<file path="config.mk">
export PLATFORM = sky130hd
export DESIGN_NAME = ide_bm_regs
export DESIGN_NICKNAME = d
export VERILOG_FILES = /design/src/rtl/ide_bm_pkg.sv /design/src/rtl/ide_bm_mode.sv /design/src/rtl/ide_bm_chan.sv /design/src/rtl/ide_bm_regs.sv
export SDC_FILE = /design/constraint.sdc
export NUM_CORES = 1
export LEC_CHECK = 0
export BUFFER_PORTS_ARGS = -buffer_cell sky130_fd_sc_hd__buf_4
export CORE_MARGIN = 5
export CORE_UTILIZATION = 40
export CTS_BUF_LIST = sky130_fd_sc_hd__clkbuf_4 sky130_fd_sc_hd__clkbuf_8
export DETAILED_ROUTE_END_ITERATION = 16
export GPL_TIMING_DRIVEN = 0
export PLACE_DENSITY = 0.67
export SLEW_MARGIN = 20
export SYNTH_ARGS = -nofsm -noshare
export SYNTH_HDL_FRONTEND = slang
export SYNTH_SLANG_ARGS = --single-unit
</file>
<file path="constraint.sdc">
create_clock -name clk -period 1.62 [get_ports clk]
set_clock_uncertainty 0.05 [all_clocks]
set_input_delay 0.162 -clock clk [delete_from_list [all_inputs] [get_ports clk]]
set_output_delay 0.162 -clock clk [all_outputs]
set_load 0.005 [all_outputs]
</file>
<file path="src/rtl/ide_bm_pkg.sv">
package ide_bm_pkg;
  localparam int NCH = 2;
  localparam int AW = 4;
  localparam int PTR_W = 32;
  localparam int PTR_BYTES = PTR_W / 8;
  localparam logic [7:0] CMD_KEEP = 8'h09;
  localparam int FLAG_LSB = 2;
  localparam int BLK_LSB = 4;

  typedef enum logic [2:0] {
    OFF_CMD  = 3'd0,
    OFF_MODE = 3'd1,
    OFF_STS  = 3'd2,
    OFF_TIM  = 3'd3,
    OFF_P0   = 3'd4,
    OFF_P1   = 3'd5,
    OFF_P2   = 3'd6,
    OFF_P3   = 3'd7
  } reg_off_e;
endpackage

</file>
<file path="src/rtl/ide_bm_mode.sv">
module ide_bm_mode
  import ide_bm_pkg::*;
(
  input  logic           clk,
  input  logic           rst_n,
  input  logic           wr_mode,
  input  logic [7:0]     wdata,
  input  logic [NCH-1:0] irq_req,
  output logic [7:0]     mode_o,
  output logic [NCH-1:0] irq_rise,
  output logic           host_irq
);
  logic [NCH-1:0] flag_q;
  logic [NCH-1:0] blk_q;

  always_ff @(posedge clk) begin
    if (!rst_n) begin
      flag_q <= '0;
      blk_q  <= '0;
    end else begin
      flag_q <= irq_req;
      if (wr_mode) blk_q <= wdata[BLK_LSB +: NCH];
    end
  end

  assign irq_rise = irq_req & ~flag_q;

  always_comb begin
    mode_o = '0;
    mode_o[FLAG_LSB +: NCH] = flag_q;
    mode_o[BLK_LSB +: NCH]  = blk_q;
  end

  assign host_irq = |(flag_q & ~blk_q);
endmodule

</file>
<file path="src/rtl/ide_bm_chan.sv">
module ide_bm_chan
  import ide_bm_pkg::*;
(
  input  logic                 clk,
  input  logic                 rst_n,
  input  logic                 wr_cmd,
  input  logic                 wr_sts,
  input  logic                 wr_tim,
  input  logic [PTR_BYTES-1:0] wr_ptr,
  input  logic [7:0]           wdata,
  input  logic                 irq_rise,
  input  logic                 err_evt,
  output logic [7:0]           cmd_o,
  output logic [7:0]           sts_o,
  output logic [7:0]           tim_o,
  output logic [PTR_W-1:0]     ptr_o
);
  logic [7:0] cmd_q, tim_q;
  logic       err_q, done_q, s5_q, s6_q;
  logic [PTR_W-1:0] ptr_q;

  always_ff @(posedge clk) begin
    if (!rst_n) begin
      cmd_q  <= '0;
      tim_q  <= '0;
      err_q  <= 1'b0;
      done_q <= 1'b0;
      s5_q   <= 1'b0;
      s6_q   <= 1'b0;
    end else begin
      if (wr_cmd) cmd_q <= wdata & CMD_KEEP;
      if (wr_tim) tim_q <= wdata;
      if (wr_sts) begin
        s5_q <= wdata[5];
        s6_q <= wdata[6];
      end
      err_q  <= (err_q  & ~(wr_sts & wdata[1])) | err_evt;
      done_q <= (done_q & ~(wr_sts & wdata[2])) | irq_rise;
    end
  end

  for (genvar b = 0; b < PTR_BYTES; b++) begin : g_ptr
    logic [7:0] keep;
    if (b == 0) begin : g_lo
      assign keep = 8'hFC;
    end else begin : g_hi
      assign keep = 8'hFF;
    end
    always_ff @(posedge clk) begin
      if (!rst_n) ptr_q[b*8 +: 8] <= '0;
      else if (wr_ptr[b]) ptr_q[b*8 +: 8] <= wdata & keep;
    end
  end

  assign cmd_o = cmd_q;
  assign tim_o = tim_q;
  assign ptr_o = ptr_q;
  assign sts_o = {1'b0, s6_q, s5_q, 2'b00, done_q, err_q, cmd_q[0]};
endmodule

</file>
<file path="src/rtl/ide_bm_regs.sv">
module ide_bm_regs
  import ide_bm_pkg::*;
(
  input  logic              clk,
  input  logic              rst_n,
  input  logic [3:0]        reg_addr,
  input  logic              reg_wr,
  input  logic [7:0]        reg_wdata,
  input  logic              reg_rd,
  output logic [7:0]        reg_rdata,
  input  logic [1:0]        irq_req,
  input  logic [1:0]        err_evt,
  output logic              host_irq,
  output logic [15:0]       chan_cmd,
  output logic [15:0]       chan_tim,
  output logic [63:0]       chan_ptr
);
  reg_off_e  off;
  logic      sel_ch;
  logic [7:0] mode_q;
  logic [NCH-1:0] irq_rise;
  logic [NCH-1:0][7:0] sts_q, cmd_q, tim_q;
  logic [NCH-1:0][PTR_W-1:0] ptr_q;
  logic [7:0] rd_mux, rdata_q;

  assign off    = reg_off_e'(reg_addr[2:0]);
  assign sel_ch = reg_addr[AW-1];

  ide_bm_mode u_mode (
    .clk(clk), .rst_n(rst_n),
    .wr_mode(reg_wr && off == OFF_MODE),
    .wdata(reg_wdata), .irq_req(irq_req),
    .mode_o(mode_q), .irq_rise(irq_rise), .host_irq(host_irq)
  );

  for (genvar c = 0; c < NCH; c++) begin : g_ch
    logic hit;
    logic [PTR_BYTES-1:0] wp;
    assign hit = reg_wr && (sel_ch == 1'(c));
    for (genvar b = 0; b < PTR_BYTES; b++) begin : g_wp
      assign wp[b] = hit && (reg_addr[2:0] == 3'(OFF_P0 + b));
    end
    ide_bm_chan u_chan (
      .clk(clk), .rst_n(rst_n),
      .wr_cmd(hit && off == OFF_CMD),
      .wr_sts(hit && off == OFF_STS),
      .wr_tim(hit && off == OFF_TIM),
      .wr_ptr(wp), .wdata(reg_wdata),
      .irq_rise(irq_rise[c]), .err_evt(err_evt[c]),
      .cmd_o(cmd_q[c]), .sts_o(sts_q[c]), .tim_o(tim_q[c]), .ptr_o(ptr_q[c])
    );
  end

  always_comb begin
    unique case (off)
      OFF_CMD:  rd_mux = cmd_q[sel_ch];
      OFF_MODE: rd_mux = mode_q;
      OFF_STS:  rd_mux = sts_q[sel_ch];
      OFF_TIM:  rd_mux = tim_q[sel_ch];
      OFF_P0:   rd_mux = ptr_q[sel_ch][7:0];
      OFF_P1:   rd_mux = ptr_q[sel_ch][15:8];
      OFF_P2:   rd_mux = ptr_q[sel_ch][23:16];
      default:  rd_mux = ptr_q[sel_ch][31:24];
    endcase
  end

  always_ff @(posedge clk) begin
    if (!rst_n) rdata_q <= '0;
    else if (reg_rd) rdata_q <= rd_mux;
  end

  assign reg_rdata = rdata_q;
  assign chan_cmd  = cmd_q;
  assign chan_tim  = tim_q;
  assign chan_ptr  = ptr_q;
endmodule

</file>
==> results by group, run 1 <==
STA
  – Final WS setup: 90.9 ps
  – FMAX: 654 MHz
  – Endpoints failing hold: 0
  – RSZ-0062 raised after global routing: no
  – Final setup viols: 0
  – Setup TNS: 0 ps
  – Final min period: 1530 ps
  – Worst slew pin tran: 779 ps
  – Period utilisation layout: 94.4%
  – Fin. max-slew vios: 0
  – Rel. slew slack: 48.1%

Synthesis
  – Main synth FF type: dfxtp_1
  – Ys Warns: 0
  – Register area share after synthesis: 41.1%
  – Post-Synthesis Cells: 525
  – Yosys cell types: 42
  – Cell area after synthesis: 4870 sq um
  – EDFF count, synth: 0
  – Synth Register Bits: 100
  – Syn_area_per_cell: 9.28 sq um
  – FFs w/ async S/R, synth: 0%

Clock network
  – CTS tree: built
  – Worst-Skew Late Latency: 380 ps
  – H-tree lvl count: 3
  – Cts bufs inserted: 9
  – CTS max path bufs: 2
  – Clk root buf: clkbuf_8
  – Clk sinks: 100
  – Post-CTS Setup Bufs: 0
  – Clock transition at path regs: 110 ps

Drt
  – Drt total wl: 16.4 mm
  – TritonRoute pass-1 iters: 5
  – Wire per inst: 20.3 microns
  – Antenna Nets Post-Route: 0
  – Via density: 5.35
  – DRT iter0 DRCs: 435
  – DRC: 0
  – Vias: 4329

Place
  – Placed Cells: 789
  – Port Buffers: 102
  – Gpl congestion: 0.942
  – Dpl ws: -243 ps
  – DP Wirelength: 12.4 mm

Global route
  – Vias in the first global route: 4352
  – GRT overflow: 0
  – Initial antenna violation count: 0
  – First-pass GRT wire length: 25.1 mm
  – GRT Overall Usage: 22.5%
  – Largest net degree at the start of global routing: 17

Worst setup path
  – Worst path slowest cell: dfxtp_1
  – CP Data Arrival Time: 1750 ps
  – Worst setup SP type: register
  – Setup crit end kind: register
  – CP max FO: 3
  – Largest stage delay on the critical path: 350 ps
  – Crit-path cells: mux2_2, o21ai_0, nor2_1, nor3_1, o31ai_1
  – Req. time, crit path: 1850 ps
  – Crit path kind: register to register

Floorplan
  – Die height: 120 microns
  – Initial Util: 40.7%
  – Area of the core: 12000 sq um
  – Io pins: 125
  – Die footprint: 14500 sq um
  – Die Wd: 120 microns
  – Row Count: 40

Power
  – Sw Ratio: 26.0%
  – Sw Pwr: 1.28 mW
  – Comb pwr share: 12.0%
  – Sequential Power Share: 51.3%
  – VDD IR max: 0.380 mV
  – Clk network pwr share: 36.8%
  – Pint: 3.66 mW
  – Pwr dens: 804 nW/um^2
  – Leak: 2.41 nW
  – Design Power: 4.94 mW

Final layout
  – Area Growth Syn to Fin: 26.2%
  – Share of layout cells above drive strength 1: 25.2%
  – Number of diodes: 0
  – Final layout net count: 678
  – Post-route insts no fill: 809

Run
  – Maxcap violations: 0

Hold path
  – Class of the worst hold path: primary input to register

Status
  – Status: finished, final reports clean
critical path: cells and delay by family (launching register included):
family / cells / cell delay, ps
mux: 1 / 260
flops: 1 / 350
compound gates: 2 / 410
simple gates: 2 / 360
what timing repair did:
item	CTS	global route
resized for setup	0	0
hold buffers	5	0
hold endpoints to repair	5	0
sequential cells by signal, indices dropped and copies added, names as in the netlist:
name                count
g_ch.u_chan.err_q       2
u_mode.blk_q            2
g_ch.u_chan.cmd_o       4
g_ch.u_chan.s5_q        2
u_mode.flag_q           2
reg_rdata               8
g_ch.u_chan.tim_o      16
g_ch.u_chan.s6_q        2
g_ch.u_chan.ptr_o      60
g_ch.u_chan.done_q      2
metal layers:
metal	vias up	GRT usage (%)	wire length [microns]
met2	185	35.8	7500
met4	0	8.29	435
met3	28	3.55	1200
li1	2057	-	-
met1	2059	30.7	7280
met5	-	0	0
logic make-up after synthesis:
logic type	after synthesis	synth area share, %
and+or+nand+nor	177	20.2
AOI/OAI and AO/OA	106	14.8
DFF	100	41.1
muxes	82	16.9
buffers and inverters	59	6.83
other	1	0.0770
synth_stat cells (2+ instances only):
master / n / area [sq um]
o22ai_1: 9 / 56.3
nor2_1: 15 / 56.3
and2_1: 3 / 18.8
mux2i_1: 78 / 781
nand2b_4: 2 / 27.5
clkbuf_1: 23 / 86.3
mux2_2: 4 / 45.0
nand2_1: 48 / 180
nor2b_1: 70 / 438
nand3_1: 14 / 70.1
nor2_4: 4 / 45.0
dfxtp_1: 100 / 2000
buf_2: 8 / 40.0
nand3b_2: 2 / 22.5
a21boi_0: 36 / 270
nand2b_1: 2 / 12.5
nor3_1: 8 / 40.0
a21oi_1: 2 / 10.0
o31ai_1: 7 / 52.6
o21ai_0: 27 / 135
inv_1: 4 / 15.0
or2_2: 2 / 12.5
o32ai_1: 2 / 17.5
a211oi_1: 15 / 113
o21a_1: 2 / 15.0
buf_6: 4 / 45.0
buf_4: 19 / 143
power by group through the flow:
stage / logic [mW] / registers (mW) / clock network [mW]
floorplan: 0.347 / 2.58 / 0
global placement: 0.572 / 2.59 / 0
detailed placement: 0.574 / 2.59 / 0
CTS: 0.585 / 2.53 / 1.83
global route: 0.634 / 2.54 / 1.91
finish: 0.592 / 2.53 / 1.82
layout by cell type (no fill, tap or decap), drive strengths merged:
cell	instances
nand2	49
dfxtp	100
o221ai	1
or2	2
o41ai	1
o22a	1
bufinv	2
nor2b	70
a211oi	15
conb	16
a22oi	1
or4	1
a32o	1
nand3	15
and2	3
dlygate4sd3	5
inv	5
o32ai	2
nor2	20
buf	134
nand3b	2
nor3	10
o21ai	27
o22ai	9
clkinvlp	1
clkbuf	33
nand2b	4
a21boi	36
o31ai	7
o21a	2
a211o	1
clkinv	1
a21oi	2
mux2i	78
mux2	4
nor4	1
area by class of cell:
type	instances	area, sq um
clock inverter	5	85.1
timing repair buffer	107	816
multi-input combinational	381	2590
inverter	4	15.0
clock buffer	10	138
sequential	100	2000
buffer	55	318
tap	147	184
fill	1157	5810
metrics by stage:
stage               hold slack (ps)  area (sq um)  util [%]
floorplan                       234          4930         -
global placement                328          5880      49.1
detailed placement              341          5880      49.1
CTS                            1.30          6150      51.4
global route                   15.5          6150      51.4
finish                         3.81          6150      51.4
path summary, 6_finish.rpt:
| path | startpoint | end | slack, ps | cells after the start |
|---|---|---|---|---|
| worst max-delay path | g_ch[0].u_chan.tim_o[5] | reg_rdata[5] | 90 | 5 |
| worst min-delay path | reg_wdata[3] | g_ch[0].u_chan.ptr_o[27] | 4 | 3 |
| worst min register to register | g_ch[1].u_chan.s5_q | g_ch[1].u_chan.s5_q | 430 | 2 |
| worst max register to register | g_ch[0].u_chan.tim_o[5] | reg_rdata[5] | 90 | 5 |
No activity file was read; power rests on OpenSTA's default activity.
==> run 2, diff against run 1 <==
--- a/config.mk
+++ b/config.mk
@@ -8,7 +8,6 @@
 export BUFFER_PORTS_ARGS = -buffer_cell sky130_fd_sc_hd__buf_4
 export CORE_MARGIN = 5
 export CORE_UTILIZATION = 40
-export CTS_BUF_LIST = sky130_fd_sc_hd__clkbuf_4 sky130_fd_sc_hd__clkbuf_8
 export DETAILED_ROUTE_END_ITERATION = 16
 export GPL_TIMING_DRIVEN = 0
 export PLACE_DENSITY = 0.67
==> run 2 against run 1 <==
Clock power grew 30%. Routed wire length down 0.34%. Critical path depth did not move. Critical path type unchanged. Highest routed layer unchanged. Largest power group unchanged. Non-clock buffer count decreased by 2. Sequential power barely moved.
==> results by group, run 2 (synthesis results as in run 1) <==
Status
  – Status: finished, final reports clean

Global route
  – Vias in the first global route: 4364
  – GRT overflow: 0
  – Largest net degree at the start of global routing: 17
  – First-pass GRT wire length: 25.3 mm
  – GRT Overall Usage: 22.7%
  – Initial antenna violation count: 0

Worst setup path
  – Largest stage delay on the critical path: 340 ps
  – Bufs and invs on worst path: 0
  – Worst path top cell family by delay: compound AO/OA/AOI/OAI gates
  – Crit-path cells: mux2_2, o21ai_0, nor2_1, nor3_1, o31ai_1
  – R2R Path End: reg_rdata[5]
  – R2r setup slk: 100 ps
  – Worst r2r src: g_ch[1].u_chan.tim_o[5]
  – Worst setup SP type: register
  – CP max FO: 3
  – Crit path kind: register to register
  – Cell count of the worst reg-to-reg path: 5
  – Worst path slowest cell: dfxtp_1
  – CP Data Arrival Time: 1700 ps
  – Setup crit end kind: register
  – Req. time, crit path: 1800 ps

Hold path
  – Endpoint of the worst hold path: g_ch[0].u_chan.err_q
  – Class of the worst hold path: primary input to register
  – Hold_sp: err_evt[0]
  – Hold Path Cell Cnt: 3

Place
  – Gpl congestion: 0.942
  – DP Wirelength: 12.4 mm
  – Dpl cell area: 5880 sq um
  – Port Buffers: 102

Final layout
  – Final cell utilization of the core: 52.1%
  – Area Growth Syn to Fin: 27.9%
  – Fillers: 1148
  – Final layout net count: 676
  – Number of diodes: 0
  – Most common cell after layout, fill and taps aside: buf_4
  – Final Cell Area: 6230 sq um
  – Commonest cells after routing, fill and taps aside: buf_4 (121), dfxtp_1 (100), mux2i_1 (78), nor2b_1 (70), nand2_1 (48)
  – Share of layout cells above drive strength 1: 25.3%
  – Max FFs per register: 60

Power
  – Leak: 2.45 nW
  – Pwr dens: 879 nW/um^2
  – VDD IR max: 0.511 mV

Floorplan
  – Io pins: 125
  – Die Wd: 120 microns
  – Row Count: 40
  – Die footprint: 14500 sq um
  – Die height: 120 microns
  – Initial Util: 40.7%
  – Area of the core: 12000 sq um

Clock network
  – Worst-Skew Late Latency: 350 ps
  – CTS tree: built
  – CTS max path bufs: 2
  – Post-CTS sizing: 0
  – Clk sinks: 100
  – Clk root buf: clkbuf_16
  – Cts bufs inserted: 9
  – H-tree lvl count: 3
  – Clock transition at path regs: 70 ps
  – Post-CTS Setup Bufs: 0
  – CTS Hold Bufs: 3

STA
  – Final min period: 1520 ps
  – RSZ-0062 raised after global routing: no
  – FMAX: 658 MHz
  – Rel. slew slack: 50.2%
  – Final setup viols: 0
  – Period utilisation layout: 93.8%
  – Fin. max-slew vios: 0
  – Endpoints failing hold: 0
  – Final hold slack: 10.5 ps
  – Worst slew pin tran: 747 ps

Drt
  – Via density: 5.34
  – Antenna Nets Post-Route: 0
  – TritonRoute pass-1 iters: 5
  – DRC: 0
  – Wire per inst: 20.3 microns
  – Vias: 4309
  – Drt total wl: 16.4 mm
  – DRT iter0 DRCs: 370

Run
  – Maxcap violations: 0
## run 2: worst reg2reg max path, cell delays in order (launching register included)
cell and delay (ps):
dfxtp_1 340, mux2_2 260, o21ai_0 300, nor2_1 110, nor3_1 250, o31ai_1 100
## run 2: through the flow
stage / TNS (ps) / instances / power (mW) / setup WS [ps]
4_1_cts: 0 / 807 / 5.49 / 111
2_1_floorplan: 0 / 540 / 2.93 / 243
5_1_grt: 0 / 807 / 5.65 / 14.2
3_3_place_gp: -1270 / 789 / 3.16 / -245
3_5_place_dp: -1530 / 789 / 3.17 / -243
6_report: 0 / 807 / 5.48 / 100
## run 2: routing by layer
| metal | wire length, microns | vias up | global-route usage (%) |
|---|---|---|---|
| met5 | 0 | - | 0 |
| met4 | 398 | 0 | 7.44 |
| met3 | 961 | 27 | 4.30 |
| met2 | 7500 | 172 | 36.7 |
| met1 | 7500 | 2053 | 30.7 |
| li1 | - | 2057 | - |
## run 2: layout make-up
| class | instances | area, sq um | share of cell area (%) |
|---|---|---|---|
| Clock inverter | 5 | 85.1 | 1.37 |
| Tap cell | 147 | 184 | 2.95 |
| Timing Repair Buffer | 105 | 796 | 12.8 |
| Sequential cell | 100 | 2000 | 32.1 |
| Buffer | 55 | 318 | 5.10 |
| Clock buffer | 10 | 239 | 3.83 |
| Inverter | 4 | 15.0 | 0.241 |
| Multi-Input combinational cell | 381 | 2590 | 41.6 |
## run 2: worst max-delay path by stage
stage | startpoint | endpoint | slack (ps) | cells after the start
2_1_floorplan | reg_addr[3] | reg_rdata[4] | 240 | 6
3_3_place_gp | reg_addr[3] | reg_rdata[3] | -250 | 7
3_5_place_dp | reg_addr[3] | reg_rdata[3] | -240 | 7
4_1_cts | g_ch[0].u_chan.tim_o[0] | reg_rdata[0] | 110 | 5
5_1_grt | g_ch[0].u_chan.tim_o[5] | reg_rdata[5] | 10 | 5
6_report | g_ch[1].u_chan.tim_o[5] | reg_rdata[5] | 100 | 5
## run 2: power by group
part           switching [mW]  internal (mW)
logic                   0.346          0.243
registers              0.0335           2.50
clock network           0.960           1.40
==> run 3, diff against run 2 <==
--- a/config.mk
+++ b/config.mk
@@ -8,9 +8,11 @@
 export BUFFER_PORTS_ARGS = -buffer_cell sky130_fd_sc_hd__buf_4
 export CORE_MARGIN = 5
 export CORE_UTILIZATION = 40
+export CTS_BUF_LIST = sky130_fd_sc_hd__clkbuf_8
 export DETAILED_ROUTE_END_ITERATION = 16
 export GPL_TIMING_DRIVEN = 0
 export PLACE_DENSITY = 0.67
+export REMOVE_ABC_BUFFERS = 1
 export SLEW_MARGIN = 20
 export SYNTH_ARGS = -nofsm -noshare
 export SYNTH_HDL_FRONTEND = slang
==> run 3 against run 2 <==
Setup slack got worse by 48 ps. Critical path type unchanged. Register-to-register slack lost 50 ps. Clock-buffer cell count unchanged. Highest routed layer unchanged. Global-route usage down 3.8 points. Hold slack better by 37 ps. Utilization down 2.9 points. Sequential share of layout area is 1.9 points higher. Combinational power fell by 15%.
==> results by group, run 3 (synthesis results as in run 1) <==
STA
  – Endpoints failing hold: 0
  – Fin. max-slew vios: 0
  – FMAX: 638 MHz
  – Worst slew pin tran: 843 ps
  – Final setup viols: 0
  – Period utilisation layout: 96.8%
  – Final WS setup: 52.5 ps
  – Final min period: 1570 ps
  – Rel. slew slack: 43.8%
  – RSZ-0062 raised after global routing: no

Final layout
  – Area Growth Syn to Fin: 20.8%
  – Post-route insts no fill: 760
  – Number of diodes: 0
  – Area of the multi-input gates: 2600 sq um
  – Fillers: 1134
  – Final cell utilization of the core: 49.2%
  – Commonest cells after routing, fill and taps aside: buf_4 (107), dfxtp_1 (100), mux2i_1 (78), nor2b_1 (70), nand2_1 (48)
  – Most common cell after layout, fill and taps aside: buf_4
  – Share of layout cells above drive strength 1: 23.3%
  – Final layout net count: 628
  – Reg area: 2000 sq um
  – Max FFs per register: 60

Worst setup path
  – Crit path kind: register to register
  – Req. time, crit path: 1820 ps
  – Bufs and invs on worst path: 0
  – CP Data Arrival Time: 1770 ps
  – Worst r2r src: g_ch[1].u_chan.tim_o[2]
  – Worst setup SP type: register
  – Cell count of the worst reg-to-reg path: 5
  – R2r setup slk: 50 ps
  – Setup crit end kind: register
  – Largest stage delay on the critical path: 430 ps
  – Worst path top cell family by delay: compound AO/OA/AOI/OAI gates
  – Worst path slowest cell: a211oi_1
  – CP max FO: 3
  – R2R Path End: reg_rdata[2]
  – Crit-path cells: mux2_2, o21ai_0, nand2_1, a211oi_1, o31ai_1

Status
  – Status: finished, final reports clean

Drt
  – Wire per inst: 18.4 microns
  – Vias: 4015
  – Drt total wl: 14.0 mm
  – Via density: 5.28
  – DRC: 0
  – TritonRoute pass-1 iters: 4
  – Met2 routed WL: 6.40 mm
  – DRT iter0 DRCs: 305
  – Highest metal used: met4
  – DRT met1 WL: 6.51 mm
  – Antenna Nets Post-Route: 0
  – Met3 WL: 893 microns

Clock network
  – CTS max path bufs: 2
  – Cts bufs inserted: 9
  – Clock transition at path regs: 100 ps
  – Worst-Skew Late Latency: 370 ps
  – Clk sinks: 100
  – H-tree lvl count: 3
  – CTS tree: built
  – Clk root buf: clkbuf_8

Place
  – DP Wirelength: 9.57 mm
  – Gpl congestion: 0.805
  – Port Buffers: 108
  – Dpl ws: -1020 ps
  – Placed Cells: 740

Floorplan
  – Row Count: 40
  – Die footprint: 14500 sq um
  – Die Wd: 120 microns
  – Initial Util: 40.7%
  – Die height: 120 microns
  – Io pins: 125
  – Area of the core: 12000 sq um

Hold path
  – Hold Path Cell Cnt: 4
  – Hold_sp: reg_rd
  – Endpoint of the worst hold path: reg_rdata[2]
  – Class of the worst hold path: primary input to register

Global route
  – GRT overflow: 0
  – First-pass GRT wire length: 21.6 mm
  – Initial antenna violation count: 0
  – Largest net degree at the start of global routing: 101
  – Vias in the first global route: 3949
  – GRT Overall Usage: 18.9%

Power
  – VDD IR max: 0.466 mV
  – Pwr dens: 813 nW/um^2
  – Leak: 2.27 nW

Run
  – Maxcap violations: 0
==> run 3: worst max path at each step <==
| stage | cells after the start | slack (ps) | from | end |
|---|---|---|---|---|
| 2_1_floorplan | 5 | 400 | g_ch[1].u_chan.tim_o[2] | reg_rdata[2] |
| 3_3_place_gp | 5 | -990 | reg_addr[3] | g_ch[1].u_chan.ptr_o[17] |
| 5_1_grt | 5 | 10 | g_ch[1].u_chan.tim_o[2] | reg_rdata[2] |
| 4_1_cts | 6 | 20 | reg_addr[3] | reg_rdata[2] |
| 6_report | 5 | 50 | g_ch[1].u_chan.tim_o[2] | reg_rdata[2] |
| 3_5_place_dp | 5 | -1020 | reg_addr[3] | g_ch[1].u_chan.ptr_o[17] |
==> run 3: metal layers <==
layer	track usage, %	up-vias
met5	0	-
met2	30.4	126
met1	25.4	1922
met3	4.26	17
li1	-	1950
met4	5.81	0
==> run 3: final cells by class <==
class | count | share of cell area, %
Timing Repair Buffer | 112 | 14.7
Clock buffer | 10 | 2.34
Clock inverter | 6 | 1.36
Sequential cell | 100 | 34.0
Inverter | 4 | 0.255
Tap cell | 147 | 3.12
Multi-Input combinational cell | 381 | 44.2
==> run 3: tightest hold or removal path: stages <==
cell	delay, ps
buf_4	90
nor2b_1	50
nand2_1	60
o31ai_1	50
==> run 3: stage by stage <==
step	area (sq um)	power, mW	hold WS, ps	setup TNS (ps)
2_1_floorplan	4610	2.79	230	0
3_3_place_gp	5610	3.07	322	-39410
3_5_place_dp	5610	3.07	329	-40570
4_1_cts	5880	4.82	33.7	0
5_1_grt	5890	4.97	53.6	0
6_report	5890	4.79	47.5	0
==> run 3: power breakdown <==
part           internal (mW)  switching (mW)  total, mW
combinational          0.204           0.296      0.500
clock                  0.900           0.855       1.75
sequential              2.50          0.0307       2.53
total                   3.60            1.18       4.79
==> run 3: repair_timing <==
item                                   CTS  global route
endpoints found under the hold margin    4             0
buffers inserted                         0             0
resized for setup                        5             1
hold buffers                             4             0
setup endpoints to repair               37             4
